$ cat src/rtl/vcap_pkg.sv
package vcap_pkg;
  typedef enum logic [1:0] {ST_HUNT, ST_FF, ST_Z1, ST_Z2} codeState_t;

  typedef struct packed {
    logic yStb;
    logic uStb;
    logic vStb;
    logic yLate;   // second luma of the group
    logic halve;   // decimated line
  } vcapStb_t;
endpackage

$ cat src/rtl/vcap_ctrl.sv
module vcap_ctrl
  import vcap_pkg::*;
#(
  parameter int PIX_W  = 11,
  parameter int LINE_W = 10
) (
  input  logic              clk,
  input  logic              rstN,
  input  logic [7:0]        dIn,
  input  logic              decimEn,
  output vcapStb_t          stb,
  output logic [PIX_W-1:0]  pairIdx,
  output logic [LINE_W-1:0] lineCnt,
  output logic              fieldBit
);
  localparam logic [7:0] CODE_FF = 8'hFF;
  localparam logic [7:0] CODE_00 = 8'h00;

  codeState_t state;
  logic       active;
  logic       decimLine;
  logic [1:0] phase;
  logic       takeSample;
  logic       keepChroma;
  logic       statusByte;

  always_comb begin
    statusByte = (state == ST_Z2);
    takeSample = active && (state == ST_HUNT) && (dIn != CODE_FF);
    keepChroma = !decimLine || !pairIdx[0];
    stb.uStb   = takeSample && (phase == 2'd0) && keepChroma;
    stb.vStb   = takeSample && (phase == 2'd2) && keepChroma;
    stb.yStb   = takeSample && ((phase == 2'd1) || ((phase == 2'd3) && !decimLine));
    stb.yLate  = phase[1];
    stb.halve  = decimLine;
  end

  always_ff @(posedge clk) begin
    if (!rstN) begin
      state     <= ST_HUNT;
      active    <= 1'b0;
      decimLine <= 1'b0;
      phase     <= 2'd0;
      pairIdx   <= '0;
      lineCnt   <= '0;
      fieldBit  <= 1'b0;
    end else begin
      if (dIn == CODE_FF) active <= 1'b0;
      case (state)
        ST_HUNT: if (dIn == CODE_FF) state <= ST_FF;
        ST_FF:   state <= (dIn == CODE_00) ? ST_Z1 : (dIn == CODE_FF) ? ST_FF : ST_HUNT;
        ST_Z1:   state <= (dIn == CODE_00) ? ST_Z2 : (dIn == CODE_FF) ? ST_FF : ST_HUNT;
        default: begin
          state <= ST_HUNT;
          if (!dIn[4]) begin
            active    <= !dIn[5];
            fieldBit  <= dIn[6];
            decimLine <= decimEn;
            phase     <= 2'd0;
            pairIdx   <= '0;
          end
          if (dIn[5])      lineCnt <= '0;
          else if (dIn[4]) lineCnt <= lineCnt + LINE_W'(1);
        end
      endcase
      if (takeSample) begin
        phase <= phase + 2'd1;
        if (phase == 2'd3) pairIdx <= pairIdx + PIX_W'(1);
      end
    end
  end

  // decimation choice only moves on a start-of-line status byte
  a_r6_decim_held: assert property (@(posedge clk) disable iff (!rstN)
    !(statusByte && !dIn[4]) |=> $stable(decimLine));

  // line counter only moves on a status byte
  a_r8_line_held: assert property (@(posedge clk) disable iff (!rstN)
    !statusByte |=> $stable(lineCnt));

  // a start code restarts the group sequence
  a_r2_sav_restart: assert property (@(posedge clk) disable iff (!rstN)
    (statusByte && !dIn[4]) |=> (phase == 2'd0 && pairIdx == '0));
endmodule

$ cat src/rtl/vcap_datapath.sv
module vcap_datapath
  import vcap_pkg::*;
#(
  parameter int PIX_W = 11
) (
  input  logic             clk,
  input  logic             rstN,
  input  logic [7:0]       dIn,
  input  vcapStb_t         stb,
  input  logic [PIX_W-1:0] pairIdx,
  output logic             yValid,
  output logic [7:0]       yData,
  output logic [PIX_W-1:0] yPix,
  output logic             uValid,
  output logic [7:0]       uData,
  output logic [PIX_W-1:0] uPix,
  output logic             vValid,
  output logic [7:0]       vData,
  output logic [PIX_W-1:0] vPix
);
  logic [PIX_W-1:0] lumaIdx;
  logic [PIX_W-1:0] chromaIdx;

  always_comb begin
    lumaIdx   = stb.halve ? pairIdx : {pairIdx[PIX_W-2:0], stb.yLate};
    chromaIdx = stb.halve ? (pairIdx >> 1) : pairIdx;
  end

  always_ff @(posedge clk) begin
    if (!rstN) begin
      yValid <= 1'b0; uValid <= 1'b0; vValid <= 1'b0;
      yData  <= '0;   uData  <= '0;   vData  <= '0;
      yPix   <= '0;   uPix   <= '0;   vPix   <= '0;
    end else begin
      yValid <= stb.yStb;
      uValid <= stb.uStb;
      vValid <= stb.vStb;
      if (stb.yStb) begin yData <= dIn; yPix <= lumaIdx;   end
      if (stb.uStb) begin uData <= dIn; uPix <= chromaIdx; end
      if (stb.vStb) begin vData <= dIn; vPix <= chromaIdx; end
    end
  end

  // one plane per cycle
  a_r9_one_plane: assert property (@(posedge clk) disable iff (!rstN)
    $onehot0({yValid, uValid, vValid}));

  // two luma samples are never adjacent bytes
  a_r3_luma_spacing: assert property (@(posedge clk) disable iff (!rstN)
    yValid |=> !yValid);

  // a chroma byte is always followed by a non-chroma byte
  a_r3_chroma_spacing: assert property (@(posedge clk) disable iff (!rstN)
    (uValid || vValid) |=> !(uValid || vValid));

  // a red-difference sample shares the index of the preceding blue one
  a_r4_pair_index: assert property (@(posedge clk) disable iff (!rstN)
    (vValid && $past(yValid) && $past(uValid, 2)) |-> (vPix == uPix));
endmodule

$ cat src/rtl/vcap_demux.sv
module vcap_demux
  import vcap_pkg::*;
#(
  parameter int PIX_W  = 11,
  parameter int LINE_W = 10
) (
  input  logic              clk,
  input  logic              rstN,
  input  logic [7:0]        dIn,
  input  logic              decimEn,
  output logic              yValid,
  output logic [7:0]        yData,
  output logic [PIX_W-1:0]  yPix,
  output logic              uValid,
  output logic [7:0]        uData,
  output logic [PIX_W-1:0]  uPix,
  output logic              vValid,
  output logic [7:0]        vData,
  output logic [PIX_W-1:0]  vPix,
  output logic [LINE_W-1:0] lineNum,
  output logic              fieldId
);
  vcapStb_t         stb;
  logic [PIX_W-1:0] pairIdx;

  vcap_ctrl #(.PIX_W(PIX_W), .LINE_W(LINE_W)) ctrl_i (
    .clk(clk), .rstN(rstN), .dIn(dIn), .decimEn(decimEn),
    .stb(stb), .pairIdx(pairIdx), .lineCnt(lineNum), .fieldBit(fieldId)
  );

  vcap_datapath #(.PIX_W(PIX_W)) dp_i (
    .clk(clk), .rstN(rstN), .dIn(dIn), .stb(stb), .pairIdx(pairIdx),
    .yValid(yValid), .yData(yData), .yPix(yPix),
    .uValid(uValid), .uData(uData), .uPix(uPix),
    .vValid(vValid), .vData(vData), .vPix(vPix)
  );
endmodule

$ cat config.mk
export PLATFORM = sky130hd
export DESIGN_NAME = vcap_demux
export DESIGN_NICKNAME = d
export VERILOG_FILES = /design/src/rtl/vcap_pkg.sv /design/src/rtl/vcap_ctrl.sv /design/src/rtl/vcap_datapath.sv /design/src/rtl/vcap_demux.sv
export SDC_FILE = /design/constraint.sdc
export NUM_CORES = 1
export LEC_CHECK = 0
export BUFFER_PORTS_ARGS = -buffer_cell sky130_fd_sc_hd__clkbuf_2
export CORE_ASPECT_RATIO = 1.2
export CORE_MARGIN = 2
export CORE_UTILIZATION = 54
export DETAILED_ROUTE_END_ITERATION = 16
export GPL_TIMING_DRIVEN = 0
export PLACE_DENSITY_LB_ADDON = 0.15
export SYNTH_ARGS = -nofsm -noshare
export SYNTH_HDL_FRONTEND = slang
export SYNTH_SLANG_ARGS = --single-unit
$ cat constraint.sdc
create_clock -name clk -period 3 [get_ports clk]
set_input_delay 0.6 -clock clk [delete_from_list [all_inputs] [get_ports clk]]
set_output_delay 0.6 -clock clk [all_outputs]
set_load 0.005 [all_outputs]
==> summary.md <==
| Metric | Value |
|---|---|
| MaxCap Viol Count | 0 |
| PortBufs | between 70 and 80 |
| DRT Pass-1 Iters | 5 |
| Worst skew pair latency | 0.36 ns |
| Row count | 32 |
| Leakage | ~1.7 nW |
| GRT Overall Usage | 26.5% |
| Max Root-Sink Buffers | 2 |
| Worst EP required | approximately 3.2 ns |
| Dominant cell type by area after synthesis | dfxtp_1 |
| Pin count of the biggest net entering global routing | 16 |
| # diodes | 0 |
| Status | completed |
| First-pass GRT wire length | 15100 um |
| Slew @ Worst Pin | around 0.53 ns |
| DRC errors left | 0 |
| RSZ-0062 raised after global routing | false |
| Share of the cycle needed by the critical path after routing | roughly 63% |
| Max H-tree Level | 3 |
| Hold Fails Final Rpt | 0 |
| Dominant synthesized flop cell | dfxtp_1 |
| Area contributors post-synth | dfxtp_1 49%, nand3_1 9.1%, o21ai_0 7.7%, nand2_1 3.9%, mux2_2 3.1% |
| RR Startpoint | ctrl_i.state[0] |
| Post-synthesis sequential area ratio | 49.0% |
| Hold Path Sink | ctrl_i.decimLine |
| Hpwl dp | between 6000 and 7000 um |
| Final wirelength | a little over 9000 um |
| Cts repair resizes | 0 |
| Post-cts hold buffer count | 0 |
| Distinct cells, synth | 45 |
| Crit Path Class | register to register |
| GR peak layer | met2 |
| Worst r2r path cells | 7 |
| DR iter-0 viols | 230 |
| Grt total ovfl | 0 |
| Core footprint | roughly 6400 um^2 |
| Initial Util | approximately 56% |
| Worst setup SP type | register |
| Final Non-Filler Cells | around 580 |
| Clock Sinks | 88 |
| Mapped Nets | between 400 and 500 |
| Critical path data arrival time | approximately 2.1 ns |
| Worst relative slew slack | 64.7% |
| Final ANT Viol Nets | 0 |
| Syn Std Cell Area | approximately 3600 um^2 |
| Clock period minus worst slack | roughly 1.9 ns |
| Setup violations, final | 0 |
| Die H | slightly above 90 um |
| Critical-path maximum fanout | 10 |
| CTS tree | done |
| Met1 Usage GRT | between 30% and 40% |
| WL/cell | between 15 and 20 um |
| Post-DR vias/cell | approximately 5.7 |
| Peak Freq | about 0.53 GHz |
| # IOs | ~80 |
| DP Cell Count | roughly 570 |
| Max IR drop VDD | between 200 and 300 uV |
| Root buffer cell | clkbuf_8 |
| DIE AREA | about 7300 um^2 |
| Met3 usage | approximately 5.6% |
| Syn-to-layout area delta | 19.6% |
| Reg-to-reg endpoint | dp_i.uPix[3] |
| HP Start | decimEn |
| Sum of negative setup slack | 0 ns |
| Worst hold slack | 0.462 ns |
| Initial antenna violation count | 0 |
| Synth warn | 0 |
| Mapped Cells | ~400 |
| Cts bufs inserted | 9 |
| Reg clk slew, reported paths | around 0.10 ns |
| Via count | 3323 |
| Die Wd | 78.5 um |
| Number of global-route vias before repair | roughly 3100 |
| Placer Congestion | roughly 0.88 |
| Post-synth EDFFs | 0 |
| Power Dens Cells | around 480 nW/um^2 |
| Register bit total from synthesis | between 80 and 90 |
| Syn_area_per_cell | 8.94 um^2 |
| Hold Crit Class | input pin to register |
| Post-Route Skew | 0.00986 ns |
| Met2 usage | 45.3% |
| Post-CTS Setup Repair Bufs | 0 |
| CP Capture Type | register |
| Hold depth | 3 |
| Fraction of layout cells with a size suffix above 1 | between 20 and 25% |
| Async SR Flop Fraction | 0% |
| Worst reg2reg setup slack | between 1 and 1.5 ns |
| Nets | 509 |
| Area share of the largest cell type after synthesis | between 40% and 50% |
| Final Max Tran Viols | 0 |
## power breakdown
| part | total [W] | switching (W) | internal, W | leakage (nW) |
|---|---|---|---|---|
| logic | 0.0000582 | 0.0000463 | 0.0000118 | 0.904 |
| registers | 0.00117 | 0.00000000523 | 0.00117 | 0.708 |
| clock network | 0.000858 | 0.000446 | 0.000412 | 0.100 |
| total | 0.00208 | 0.000493 | 0.00159 | 1.71 |
## synth_stat cells (2+ instances only)
| cell | count |
|---|---|
| dfxtp_1 | 88 |
| nand3_1 | 65 |
| o21ai_0 | 55 |
| nand2_1 | 37 |
| nor2_1 | 21 |
| clkbuf_1 | 18 |
| buf_2 | 11 |
| o2111ai_1 | 11 |
| mux2_2 | 10 |
| inv_1 | 7 |
| xnor2_1 | 7 |
| ha_1 | 6 |
| mux2i_1 | 5 |
| o21ai_1 | 5 |
| o41ai_1 | 5 |
| and3_1 | 4 |
| or4_1 | 4 |
| a21oi_1 | 3 |
| and2_1 | 3 |
| nand4_1 | 3 |
| nor3_1 | 3 |
| nor4_1 | 3 |
| and4_1 | 2 |
| buf_1 | 2 |
| nand3b_1 | 2 |
| o221ai_1 | 2 |
| xor2_1 | 2 |
## how the worst max path moves through the flow
stage | from | to | slack, ns
2_1_floorplan | dIn[5] | dp_i.vPix[1] | 1.20
3_3_place_gp | dIn[3] | dp_i.uPix[1] | 0.89
3_5_place_dp | dIn[2] | dp_i.vData[7] | 0.84
4_1_cts | ctrl_i.state[0] | dp_i.uPix[3] | 1.12
5_1_grt | ctrl_i.state[0] | dp_i.uPix[3] | 1.0
6_report | ctrl_i.state[0] | dp_i.uPix[3] | 1.10
## state kept, by name, indices dropped and copies added, names as in the netlist, 2 cells and up
register	count
ctrl_i.pairIdx	11
dp_i.vPix	11
ctrl_i.lineCnt	10
dp_i.yData	8
ctrl_i.state	2
dp_i.uData	8
ctrl_i.phase	2
dp_i.uPix	11
dp_i.vData	8
dp_i.yPix	11
## cells in the final DEF (no fill, tap or decap), types with 2 or more instances in the layout
cell and count:
o221ai_1 2, and3_1 4, inv_1 7, mux2_2 10, nor2_1 21, nand4_1 3, clkbuf_2 79, nor4_1 3
or4_1 4, nand3_1 65, ha_1 6, nand2_1 37, o21ai_0 55, clkinv_4 2, buf_2 11, o21ai_1 5
and2_1 3, clkbuf_1 18, and4_1 2, a21oi_1 3, nor3_1 3, o2111ai_1 11, mux2i_1 5, dfxtp_1 88
nand3b_1 2, xor2_1 2, o41ai_1 5, clkbuf_8 10, xnor2_1 7, buf_1 2
## kinds of logic after synthesis
family,Yosys count,share of synthesized area [%]
AOI/OAI and AO/OA,91,15.8
xor gates and xnor gates,9,2.19
adders and majority gates,6,2.09
buffers and inverters,39,4.56
DFF,88,49.0
muxes,15,4.53
and+or+nand+nor,154,21.8
## critical path, stage by stage (launching register included)
cell and delay (ns):
dfxtp_1 0.31, buf_2 0.17, nor3b_4 0.40, o2111ai_1 0.22, buf_2 0.24, buf_2 0.21
nand3_1 0.11, o21ai_0 0.11
## area by class of cell
| cell class | count | area, um^2 |
|---|---|---|
| Fill cell | 582 | 2150 |
| Clock buffer | 10 | 138 |
| Sequential cell | 88 | 1760 |
| Inverter | 7 | 26.3 |
| Tap cell | 85 | 106 |
| Buffer | 32 | 138 |
| Clock inverter | 5 | 66.3 |
| Timing Repair Buffer | 79 | 395 |
| Multi-Input combinational cell | 275 | 1670 |
## metrics by stage
| step | utilization (%) | instance area (um^2) | total power, W | setup slack [ns] |
|---|---|---|---|---|
| 3_5_place_dp | 63.5 | 4100 | 0.00125 | 0.835 |
| 2_1_floorplan | - | 3590 | 0.00123 | 1.20 |
| 3_3_place_gp | 63.5 | 4100 | 0.00125 | 0.889 |
| 4_1_cts | 66.7 | 4300 | 0.00208 | 1.12 |
| 5_1_grt | 66.7 | 4300 | 0.00213 | 1.00 |
| 6_report | 66.7 | 4300 | 0.00208 | 1.10 |
## layer usage
metal | share of wire, % | wire length (um)
met1 | 44 | 4010
met2 | 49 | 4510
met3 | 5.6 | 519
met4 | 1.7 | 153
met5 | 0 | 0
Power figures use the tool's default switching activity.
